### src/rtl/trip_act_pkg.sv
package trip_act_pkg;
  typedef enum logic [1:0] {
    ACT_HIZ  = 2'b00,
    ACT_HIGH = 2'b01,
    ACT_LOW  = 2'b10,
    ACT_KEEP = 2'b11
  } act_e;
endpackage

### src/rtl/trip_code_sel.sv
module trip_code_sel #(
  parameter int N_SRC = 5,
  localparam int W = 2 * N_SRC
) (
  input  logic         ext_i,
  input  logic         dn_i,
  input  logic [W-1:0] std_i,
  input  logic [W-1:0] up_i,
  input  logic [W-1:0] dnc_i,
  output logic [W-1:0] code_o
);
  always_comb begin
    if (!ext_i)    code_o = std_i;
    else if (dn_i) code_o = dnc_i;
    else           code_o = up_i;
  end
endmodule

### src/rtl/trip_prio_merge.sv
module trip_prio_merge
  import trip_act_pkg::*;
#(
  parameter int N_SRC = 5
) (
  input  logic [N_SRC-1:0]   act_i,
  input  logic [2*N_SRC-1:0] code_i,
  output act_e               code_o
);
  logic [N_SRC-1:0] hit_hiz, hit_low, hit_high;

  for (genvar s = 0; s < N_SRC; s++) begin : g_src
    assign hit_hiz[s]  = act_i[s] && (code_i[2*s +: 2] == ACT_HIZ);
    assign hit_low[s]  = act_i[s] && (code_i[2*s +: 2] == ACT_LOW);
    assign hit_high[s] = act_i[s] && (code_i[2*s +: 2] == ACT_HIGH);
  end

  // fixed ranking: float > low > high > keep
  always_comb begin
    if (|hit_hiz)       code_o = ACT_HIZ;
    else if (|hit_low)  code_o = ACT_LOW;
    else if (|hit_high) code_o = ACT_HIGH;
    else                code_o = ACT_KEEP;
  end

  always_comb begin
    if (act_i[0] && code_i[1:0] == ACT_HIZ)
      a_r8_hiz_wins: assert (code_o == ACT_HIZ);
    if (act_i == '0)
      a_r9_idle_keep: assert (code_o == ACT_KEEP);
  end
endmodule

### src/rtl/trip_pin_drive.sv
module trip_pin_drive
  import trip_act_pkg::*;
(
  input  logic pwm_i,
  input  act_e code_i,
  output logic pwm_o,
  output logic oe_o
);
  always_comb begin
    pwm_o = pwm_i;
    oe_o  = 1'b1;
    case (code_i)
      ACT_HIZ:  begin pwm_o = 1'b0; oe_o = 1'b0; end
      ACT_HIGH: pwm_o = 1'b1;
      ACT_LOW:  pwm_o = 1'b0;
      default:  pwm_o = pwm_i;
    endcase
  end

  always_comb begin
    if (!oe_o)
      a_r1_float_low: assert (!pwm_o);
    if (code_i == ACT_KEEP)
      a_r3_keep_pass: assert (pwm_o == pwm_i && oe_o);
  end
endmodule

### src/rtl/trip_out_sel.sv
module trip_out_sel
  import trip_act_pkg::*;
#(
  parameter int N_OUT = 2,
  parameter int N_DC  = 4,
  localparam int N_SRC = N_DC + 1,
  localparam int TW    = 2 * N_OUT,
  localparam int DW    = 2 * N_DC * N_OUT
) (
  input  logic [N_OUT-1:0] pwm_i,
  input  logic             cbc_trip_i,
  input  logic             ost_trip_i,
  input  logic [N_DC-1:0]  dc_evt_i,
  input  logic             cnt_dn_i,
  input  logic             ext_mode_i,
  input  logic [TW-1:0]    trip_std_i,
  input  logic [TW-1:0]    trip_up_i,
  input  logic [TW-1:0]    trip_dn_i,
  input  logic [DW-1:0]    dc_std_i,
  input  logic [DW-1:0]    dc_up_i,
  input  logic [DW-1:0]    dc_dn_i,
  output logic [N_OUT-1:0] pwm_o,
  output logic [N_OUT-1:0] pwm_oe_o
);
  logic             trip_any;
  logic [N_SRC-1:0] src_act;

  assign trip_any = cbc_trip_i | ost_trip_i;
  assign src_act  = {dc_evt_i, trip_any};

  for (genvar o = 0; o < N_OUT; o++) begin : g_pin
    logic [2*N_SRC-1:0] std_v, up_v, dn_v, code_v;
    act_e               merged;

    assign std_v = {dc_std_i[2*N_DC*o +: 2*N_DC], trip_std_i[2*o +: 2]};
    assign up_v  = {dc_up_i[2*N_DC*o +: 2*N_DC],  trip_up_i[2*o +: 2]};
    assign dn_v  = {dc_dn_i[2*N_DC*o +: 2*N_DC],  trip_dn_i[2*o +: 2]};

    trip_code_sel #(.N_SRC(N_SRC)) u_sel (
      .ext_i (ext_mode_i),
      .dn_i  (cnt_dn_i),
      .std_i (std_v),
      .up_i  (up_v),
      .dnc_i (dn_v),
      .code_o(code_v)
    );

    trip_prio_merge #(.N_SRC(N_SRC)) u_merge (
      .act_i (src_act),
      .code_i(code_v),
      .code_o(merged)
    );

    trip_pin_drive u_drv (
      .pwm_i (pwm_i[o]),
      .code_i(merged),
      .pwm_o (pwm_o[o]),
      .oe_o  (pwm_oe_o[o])
    );
  end

  always_comb begin
    if (!cbc_trip_i && !ost_trip_i && dc_evt_i == '0)
      a_r9_no_trip_follow: assert (pwm_o == pwm_i && pwm_oe_o == '1);
  end
endmodule

### config.mk
export PLATFORM = sky130hd
export DESIGN_NAME = trip_out_sel
export DESIGN_NICKNAME = d
export VERILOG_FILES = /design/src/rtl/trip_act_pkg.sv /design/src/rtl/trip_code_sel.sv /design/src/rtl/trip_prio_merge.sv /design/src/rtl/trip_pin_drive.sv /design/src/rtl/trip_out_sel.sv
export SDC_FILE = /design/constraint.sdc
export NUM_CORES = 1
export LEC_CHECK = 0
export BUFFER_PORTS_ARGS = -buffer_cell sky130_fd_sc_hd__buf_2
export CAP_MARGIN = 20
export CORE_MARGIN = 1
export CORE_UTILIZATION = 44
export DETAILED_ROUTE_END_ITERATION = 10
export GPL_TIMING_DRIVEN = 1
export PLACE_DENSITY = 0.94
export SYNTH_ARGS = -nofsm -noshare
export SYNTH_HDL_FRONTEND = slang
export SYNTH_SLANG_ARGS = --single-unit
export TNS_END_PERCENT = 50
### constraint.sdc
create_clock -name vclk -period 3.7
set_input_delay 0.37 -clock vclk [all_inputs]
set_output_delay 0.37 -clock vclk [all_outputs]
set_load 0.01 [all_outputs]
# --- Word-level counts from Yosys, hierarchy flattened ---
# Index checks and enable logic that the tools add are counted.
classes:
  eq_ne: 24
  n_mux: 14
  n_bitwise: 1
  n_reduce_logical: 50
ops:
  columns: ["cell", "n"]
  rows:
  - ["$mux 10", 4]
  - ["$logic_and 1x1->1", 30]
  - ["$reduce_or 5->1", 6]
  - ["$eq 2x1->1 const B", 12]
  - ["$eq 2x2->1 const B", 12]
  - ["$logic_not 2->1", 12]
  - ["$mux 2", 6]
  - ["$pmux 1 s2", 2]
  - ["$reduce_or 2->1", 2]
  - ["$mux 1", 2]
  - ["$or 1x1->1", 1]
word_totals:
  ff_bits: 0
  inputBits: 70
  out_inout_bits: 4
  elab_cells: 89

# --- Longest topological paths before layout ---
# Gate-level depths: netlist of run 1.
logic_depth:
  word_depth: 11
  ltp_mapped: 8
  mapped_depth_nobuf: 5

# --- Modules after synthesis ---
# Synthesis of run 1 repeated with hierarchy kept, for this count alone.
unflattened:
  hier_cells: 119
  hier_area_um2: 774.5
modules_own_cells:
  columns: ["mod", "n_inst", "cells_per_inst", "area_each_um2", "seq_area_each_um2"]
  rows:
  - ["trip_code_sel", 2, 33, 207.7, 0.0]
  - ["trip_prio_merge", 2, 23, 158.9, 0.0]
  - ["trip_pin_drive", 2, 3, 17.5, 0.0]
  - ["trip_out_sel", 1, 1, 6.3, 0.0]

# --- Worst setup path before layout of run 1 ---
# No wires, ideal clock.
synth_path:
  path_kind: "input to output"
  start: "input cnt_dn_i"
  end: "output pwm_o[0]"
  t_arrival_ns: 1.661
  path_slack_ns: 1.669
  stages: 7
  n_path_buf: 2
  path_cell_list: "buf_6 -> mux2_2 -> mux2_2 -> o32a_1 -> nand3_1 -> a211oi_2 -> buf_4"
synth_between:
  elab_chain_cells: 11
  word_cells_on_any_way: 43
synth_rtl:
  columns: ["item", "line", "source"]
  rows:
  - ["start, declared", "trip_out_sel.sv:14", "input logic cnt_dn_i,"]
  - ["$mux 10 (*)", "trip_code_sel.sv:14", "else if (dn_i) code_o = dnc_i;"]
  - ["$mux 10 (*)", "trip_code_sel.sv:13", "if (!ext_i) code_o = std_i;"]
  - ["$eq 2x1->1", "trip_prio_merge.sv:15", "assign hit_high[s] = act_i[s] && (code_i[2*s +: 2] == ACT_HIGH);"]
  - ["$logic_and 1x1->1", "trip_prio_merge.sv:15", null]
  - ["$reduce_or 5->1", "trip_prio_merge.sv:22", "else if (|hit_high) code_o = ACT_HIGH;"]
  - ["$mux 2", "trip_prio_merge.sv:22", null]
  - ["$mux 2", "trip_prio_merge.sv:21", "else if (|hit_low) code_o = ACT_LOW;"]
  - ["$mux 2 (*)", "trip_prio_merge.sv:20", "if (|hit_hiz) code_o = ACT_HIZ;"]
  - ["$eq 2x2->1 / $logic_not 2->1 (equally long branches)", "trip_pin_drive.sv:12", "case (code_i)"]
  - ["$reduce_or 2->1 (no source line)", null, null]
  - ["$pmux 1 s2 (*)", "trip_pin_drive.sv:12", null]
  - ["end, declared", "trip_out_sel.sv:22", "output logic [N_OUT-1:0] pwm_o,"]
# Every way passes the cells marked *; elsewhere a longest branch is shown, timed or not.

# --- Worst setup path in the final report of run 1 ---
# Same ends and word-level chain as after synthesis.

==> results of run 1 <==
-- power by group --
| group | switching, uW | internal (uW) | total, uW |
|---|---|---|---|
| combinational | 70.7 | 77.2 | 148 |
| clock | 0 | 0 | 0 |
| sequential | 0 | 0 | 0 |
-- per-stage QoR --
stage / power [uW] / hold WS [ps] / util / setup WS [ps] / instances
2_1_floorplan: 104 / 1020 / - / 1670 / 113
3_3_place_gp: 142 / 1190 / 0.659 / 1200 / 202
3_5_place_dp: 147 / 1190 / 0.659 / 1120 / 202
4_1_cts: 148 / 1190 / 0.659 / 1130 / 202
5_1_grt: 162 / 1230 / 0.659 / 1010 / 202
6_report: 148 / 1190 / 0.659 / 1130 / 202
-- worst paths after layout --
kind / to / slack [ps] / depth (start not counted)
min: pwm_o[0] / 1190 / 5
max: pwm_o[0] / 1130 / 7
-- routing by layer --
metal	share of wire	global-route usage	vias to the layer above
met5	0	0	-
li1	-	-	555
met4	0.020	0.0765	0
met2	0.52	0.437	47
met1	0.40	0.249	491
met3	0.058	0.0157	6
-- Yosys cell counts, drive strengths merged, types with 2 or more instances --
cell	n	area [sq um]
a31oi	3	18.8
nor2b	3	18.8
a21o	4	30.0
or3	2	12.5
buf	9	78.8
a211oi	3	27.5
nor2	13	48.8
mux2	12	139
mux2i	18	193
a32oi	4	35.0
a21oi	8	40.0
nand3	6	30.0
inv	9	33.8
o32a	2	20.0
o211ai	2	15.0
or3b	2	17.5
nand2b	2	12.5
nand4	3	18.8
-- logic make-up after synthesis --
logic type | after synthesis | share of synthesized area
buf+inv | 19 | 0.136
mux | 30 | 0.387
simple gates | 34 | 0.211
compound gates | 30 | 0.266
-- tightest hold or removal path, stage by stage --
cell      delay [ps]
buf_2            120
nand3_1           70
nand4_1          100
a211oi_2          40
buf_2            130
-- cell type report --
| cell class | instances | area, sq um |
|---|---|---|
| inverter | 9 | 33.8 |
| timing repair buffer | 74 | 370 |
| multi-input combinational | 94 | 739 |
| tap | 25 | 31.3 |
| fill | 159 | 608 |
==> qor.yml, run 1 <==
status: "completed"
irDropWorstVdd_mv: 0.0646
antenna_found_initial: 0
seq_area_frac_synth: 0
num_vias: 1099
wl_mm: 2.53
place_area_sq_um: 1170
drt-wirelength-per-cell_um: 12.5
regArea_sq_um: 0
synth_warnings: 0
cts_resized: 0
setup-tns-final_ps: 0
globalplace.congestion: 0.880
leakagePower_uw: 0.000643
num_rows: 15
seq_cells: 0
worstPathRequired_ps: 3330
worstPathCellList: "buf_2, mux2_2, mux2i_1, or3b_2, nand3_1, a211oi_2, buf_2"
dpl.hpwl_mm: 2.13
drt_iter0_markers: 11
grt_overflow_total: 0
worstHoldStart: "dc_evt_i[0]"
crit_slowest_cell: "or3b_2"
hold_viol_final: 0
die_w_um: 46.1
worstSetupStartpoint: "cnt_dn_i"
syn_to_final_growth_pct: 37.3
cp-start-kind: "input pin"
coreArea_sq_um: 1780
max_cap_viol_count: 0
critical_path_arrival_ps: 2200
nNetsFinal: 249
rsz0062_at_grt: "false"
cp_max_fo: 20
relSlewSlack: 0.512
setup_viol: 0
syn-instance-count: 113
drc: 0
grt_max_degree: 39
worstSetupEndpointType: "primary output"
min_period_ps: 2570
most-common-layout-cells: "74 x buf_2, 17 x mux2i_1, 13 x nor2_1"
die-area_sq_um: 2130
syn_area_per_cell_sq_um: 7.57
crit_buf_inv: 2
crit_top_cell: "buf_2"
syn-num-nets: 183
p_per_area_nw_per_um2: 126
drt_first_pass_iters: 5
diodes: 0
postCtsHoldBufs: 0
cp_top_family: "simple AND/OR/NAND/NOR gates"
final_common_cell: "buf_2"
slowest_delay_ps: 480
fmax_ghz: 0.389
io_pins: 74
grt_pass1_wl_mm: 3.63
syn-cell-area_sq_um: 856
start_util: 0.480
ant_nets: 0
timing.final.crit_share: 0.694
fin_area_sq_um: 1170
drive_gt1_frac: 0.503
grt_pass1_vias: 954
fp.dieH_um: 46.1
hold_class: "in2out"
cts_setup_buffers: 0
maxSlewViolCount: 0
synth_cell_types: 33
path_class: "in2out"
worst_slew_pin_slew_ps: 732
viasPerCell: 5.44
final.clkbuf_count: 0
numPortBuffers: 74
track_usage: 0.224
No activity file was read; power rests on OpenSTA's default activity.
==> run 2, diff against run 1 <==
--- a/config.mk
+++ b/config.mk
@@ -8,10 +8,10 @@
 export BUFFER_PORTS_ARGS = -buffer_cell sky130_fd_sc_hd__buf_2
 export CAP_MARGIN = 20
 export CORE_MARGIN = 1
-export CORE_UTILIZATION = 44
+export CORE_UTILIZATION = 41
 export DETAILED_ROUTE_END_ITERATION = 10
 export GPL_TIMING_DRIVEN = 1
-export PLACE_DENSITY = 0.94
+export PLACE_DENSITY = 0.89
 export SYNTH_ARGS = -nofsm -noshare
 export SYNTH_HDL_FRONTEND = slang
 export SYNTH_SLANG_ARGS = --single-unit
==> constraint.sdc (replaced) <==
create_clock -name vclk -period 2.46
set_input_delay 0.246 -clock vclk [all_inputs]
set_output_delay 0.246 -clock vclk [all_outputs]
set_load 0.01 [all_outputs]
==> run 2 against run 1 <==
Effect of this change:
- count of clock-buffer cells in the layout unchanged
- critical path depth is 1 higher
- sequential share of layout area unchanged
- combinational power grew 54%
- core utilization down 4.5 points
- cell area grew 2.6%
- non-clock buffer count rose by 2
- critical path type unchanged
- critical endpoint is now pwm_o[1]
- largest power group unchanged
==> qor.yml, run 2 (synthesis results as in run 1) <==
timing.final.crit_share: 0.884
leakagePower_uw: 0.000657
ant_nets: 0
final_cell_count_no_fill: 206
drt_iter0_markers: 29
viasPerCell: 5.38
worst_slew_pin_slew_ps: 540
hold_class: "in2out"
postLayoutCoreUtil: 0.614
cp_max_fo: 30
worstPathRequired_ps: 2210
drc: 0
grt_pass1_vias: 967
fin_ws_ps: 285
setup-tns-final_ps: 0
relSlewSlack: 0.640
max_cap_viol_count: 0
place_area_sq_um: 1200
final.clkbuf_count: 0
num_rows: 16
irDropWorstVdd_mv: 0.0914
hold_viol_final: 0
post-place-ws_ps: 312
critical_path_arrival_ps: 1930
cp-start-kind: "input pin"
crit_top_cell: "buf_2"
num_vias: 1108
start_util: 0.436
worstPathCellList: "buf_2, buf_4, nor2_1, a21oi_1, or3b_2, nand4_1, a311oi_2, buf_2"
crit_buf_inv: 3
crit_slowest_cell: "buf_2"
fp.dieH_um: 47.7
dpl.hpwl_mm: 2.15
grt_max_degree: 31
drt-wirelength-per-cell_um: 12.3
fin_area_sq_um: 1200
worstSetupEndpointType: "primary output"
antenna_found_initial: 0
postCtsHoldBufs: 0
grt_pass1_wl_mm: 3.64
p_per_area_nw_per_um2: 189
cts_resized: 0
die_w_um: 47.7
drive_gt1_frac: 0.508
track_usage: 0.217
fmax_ghz: 0.460
path_class: "in2out"
io_pins: 74
min_period_ps: 2180
cp_top_family: "buffers and inverters"
syn_to_final_growth_pct: 40.8
most-common-layout-cells: "74 x buf_2, 17 x mux2i_1, 13 x nor2_1"
maxSlewViolCount: 0
slowest_delay_ps: 430
drt_first_pass_iters: 4
status: "completed"
grt_overflow_total: 0
die-area_sq_um: 2270
rsz0062_at_grt: "false"
final_common_cell: "buf_2"
cts_setup_buffers: 0
numPortBuffers: 74
regArea_sq_um: 0
nNetsFinal: 251
globalplace.congestion: 0.866
place_inst: 206
diodes: 0
seq_cells: 0
coreArea_sq_um: 1960
setup_viol: 0
wl_mm: 2.53
==> run 2: cell count changes in the layout (fill, tap and decap cells not counted), sizes merged <==
| cell | previous run | this run |
|---|---|---|
| buf | 74 | 76 |
==> run 2: where the power goes <==
| part | switching (uW) | internal, uW | total [uW] |
|---|---|---|---|
| combinational | 107 | 120 | 228 |
| sequential | 0 | 0 | 0 |
| clock | 0 | 0 | 0 |
==> run 2: per-stage QoR <==
stage / total power, uW / hold WS (ps)
2_1_floorplan: 156 / 776
3_3_place_gp: 220 / 938
3_5_place_dp: 226 / 942
4_1_cts: 228 / 950
5_1_grt: 250 / 988
6_report: 228 / 946
==> run 2: routing by layer <==
layer,part of all wire,up-vias,GRT usage
met3,0.068,6,0.0151
met4,0.021,0,0.0556
li1,-,562,-
met2,0.52,52,0.454
met5,0,-,0
met1,0.39,488,0.224
==> run 2: tightest hold or removal path, delay by kind of cell <==
family,cells,cell delay [ps]
AO/OA/AOI/OAI,1,40
buffers and inverters,2,240
AND/OR/NAND/NOR,2,170
==> run 2: path summary, 6_finish.rpt <==
path | slack [ps] | to | from | cells past startpoint
worst min-delay path | 950 | pwm_o[0] | dc_evt_i[0] | 5
worst max-delay path | 280 | pwm_o[1] | ext_mode_i | 8
==> run 2: final cells by class <==
cell class                      count  area [sq um]
Fill cell                         191           757
Inverter                            9          33.8
Multi-Input combinational cell     94           739
Tap cell                           27          33.8
Timing Repair Buffer               76           398
==> run 3, diff against run 2 <==
==> constraint.sdc (replaced) <==
create_clock -name vclk -period 2.36
set_input_delay 0.236 -clock vclk [all_inputs]
set_output_delay 0.236 -clock vclk [all_outputs]
set_load 0.01 [all_outputs]
==> run 3 against run 2 <==
Effect of this change:
- first-iteration DRC count is 59% lower
- critical path depth unchanged
- critical path type unchanged
- power increased by 4.2%
- die area unchanged
- via count is 2.3% lower
- largest cell class unchanged
- combinational power increased by 4%
- count of clock-buffer cells in the layout did not move
- non-clock buffer count increased by 1
- sequential share of layout area unchanged
- largest power group unchanged
- final cell count grew 0.49%
- cell area grew 0.62%
==> qor.yml, run 3 (synthesis results as in run 1) <==
hold_class: "in2out"
cts_setup_buffers: 0
hold_viol_final: 0
viasPerCell: 5.23
regArea_sq_um: 0
setup_viol: 0
min_path_cells: 5
final_common_cell: "buf_2"
antenna_found_initial: 0
p_comb_frac: 1.000
p_switching_uw: 111
place_inst: 207
rsz0062_at_grt: "false"
timing.final.crit_share: 0.913
num_vias: 1082
fillCellCount: 188
grt_overflow_total: 0
multi_input_area_sq_um: 739
seq_cells: 0
most-common-layout-cells: "74 x buf_2, 17 x mux2i_1, 13 x nor2_1"
relSlewSlack: 0.755
nNetsFinal: 252
io_pins: 74
worst_slew_pin_slew_ps: 368
setup-tns-final_ps: 0
drc: 0
drt_iter0_markers: 12
num_rows: 16
min_period_ps: 2150
die_w_um: 47.7
irDropWorstVdd_mv: 0.0833
drive_gt1_frac: 0.511
status: "completed"
max_cap_viol_count: 0
coreArea_sq_um: 1960
diodes: 0
p_clk_frac: 0
sw_frac_of_total: 0.467
cts_resized: 0
seqPwrFrac: 0
maxSlewViolCount: 0
postCtsHoldBufs: 0
ant_nets: 0
fin_ws_ps: 205
fp.dieH_um: 47.7
drt-wirelength-per-cell_um: 11.7
intPower_uw: 126
syn_to_final_growth_pct: 41.7
hold_slack_ps: 918
post-place-ws_ps: 203
final.clkbuf_count: 0
cp-start-kind: "input pin"
leakagePower_uw: 0.000662
cp_max_fo: 13
path_class: "in2out"
p_per_area_nw_per_um2: 196
start_util: 0.436
track_usage: 0.208
critical_path_arrival_ps: 1920
wl_mm: 2.43
worstSetupEndpointType: "primary output"
fmax_ghz: 0.464
numPortBuffers: 74
final_cell_count_no_fill: 207
globalplace.congestion: 0.850
drt_first_pass_iters: 4
die-area_sq_um: 2270
postLayoutCoreUtil: 0.618
worstPathRequired_ps: 2120
grt_max_degree: 20
grt_pass1_vias: 973
grt_pass1_wl_mm: 3.56
hold_end: "pwm_o[0]"
dpl.hpwl_mm: 2.09
worstHoldStart: "dc_evt_i[0]"
## run 3: changes by cell type in the layout (fill, tap and decap cells not counted), sizes merged
cell,previous run,this run
buf,76,77
## run 3: worst max-delay path by stage
stage,start,end,cells after the start
2_1_floorplan,cnt_dn_i,pwm_o[0],7
3_3_place_gp,cnt_dn_i,pwm_o[0],8
3_5_place_dp,cnt_dn_i,pwm_o[0],8
4_1_cts,cnt_dn_i,pwm_o[0],8
5_1_grt,cnt_dn_i,pwm_o[0],8
6_report,cnt_dn_i,pwm_o[0],8
## run 3: power groups by stage
stage	clock network, uW	registers (uW)	logic, uW
finish	0	0	237
global route	0	0	263
CTS	0	0	238
detailed placement	0	0	237
global placement	0	0	230
floorplan	0	0	163
## run 3: area by class of cell
class	count	share of cell area
Inverter	9	0.0279
Multi-Input combinational cell	94	0.610
Timing Repair Buffer	77	0.334
Tap cell	27	0.0279
## run 3: worst max-delay path, cell delays in order
cell and delay, ps:
buf_2 230, buf_12 190, mux2_1 320, mux2i_1 240
o211ai_1 130, and3_1 200, a211oi_2 210, buf_2 160
## run 3: metrics by stage
step                      area [sq um]  total power (uW)
after floorplan                    856               163
after global placement            1210               230
after detailed placement          1210               237
after CTS                         1210               238
after global routing              1210               263
final                             1210               237
## run 3: metal layers
| metal | vias up | share of wire | wire length, um | GRT usage |
|---|---|---|---|---|
| li1 | 563 | - | - | - |
| met1 | 473 | 0.40 | 966 | 0.222 |
| met2 | 44 | 0.53 | 1280 | 0.427 |
| met3 | 2 | 0.067 | 164 | 0.0151 |
| met4 | 0 | 0.0066 | 16 | 0.0556 |
| met5 | - | 0 | 0 | 0 |
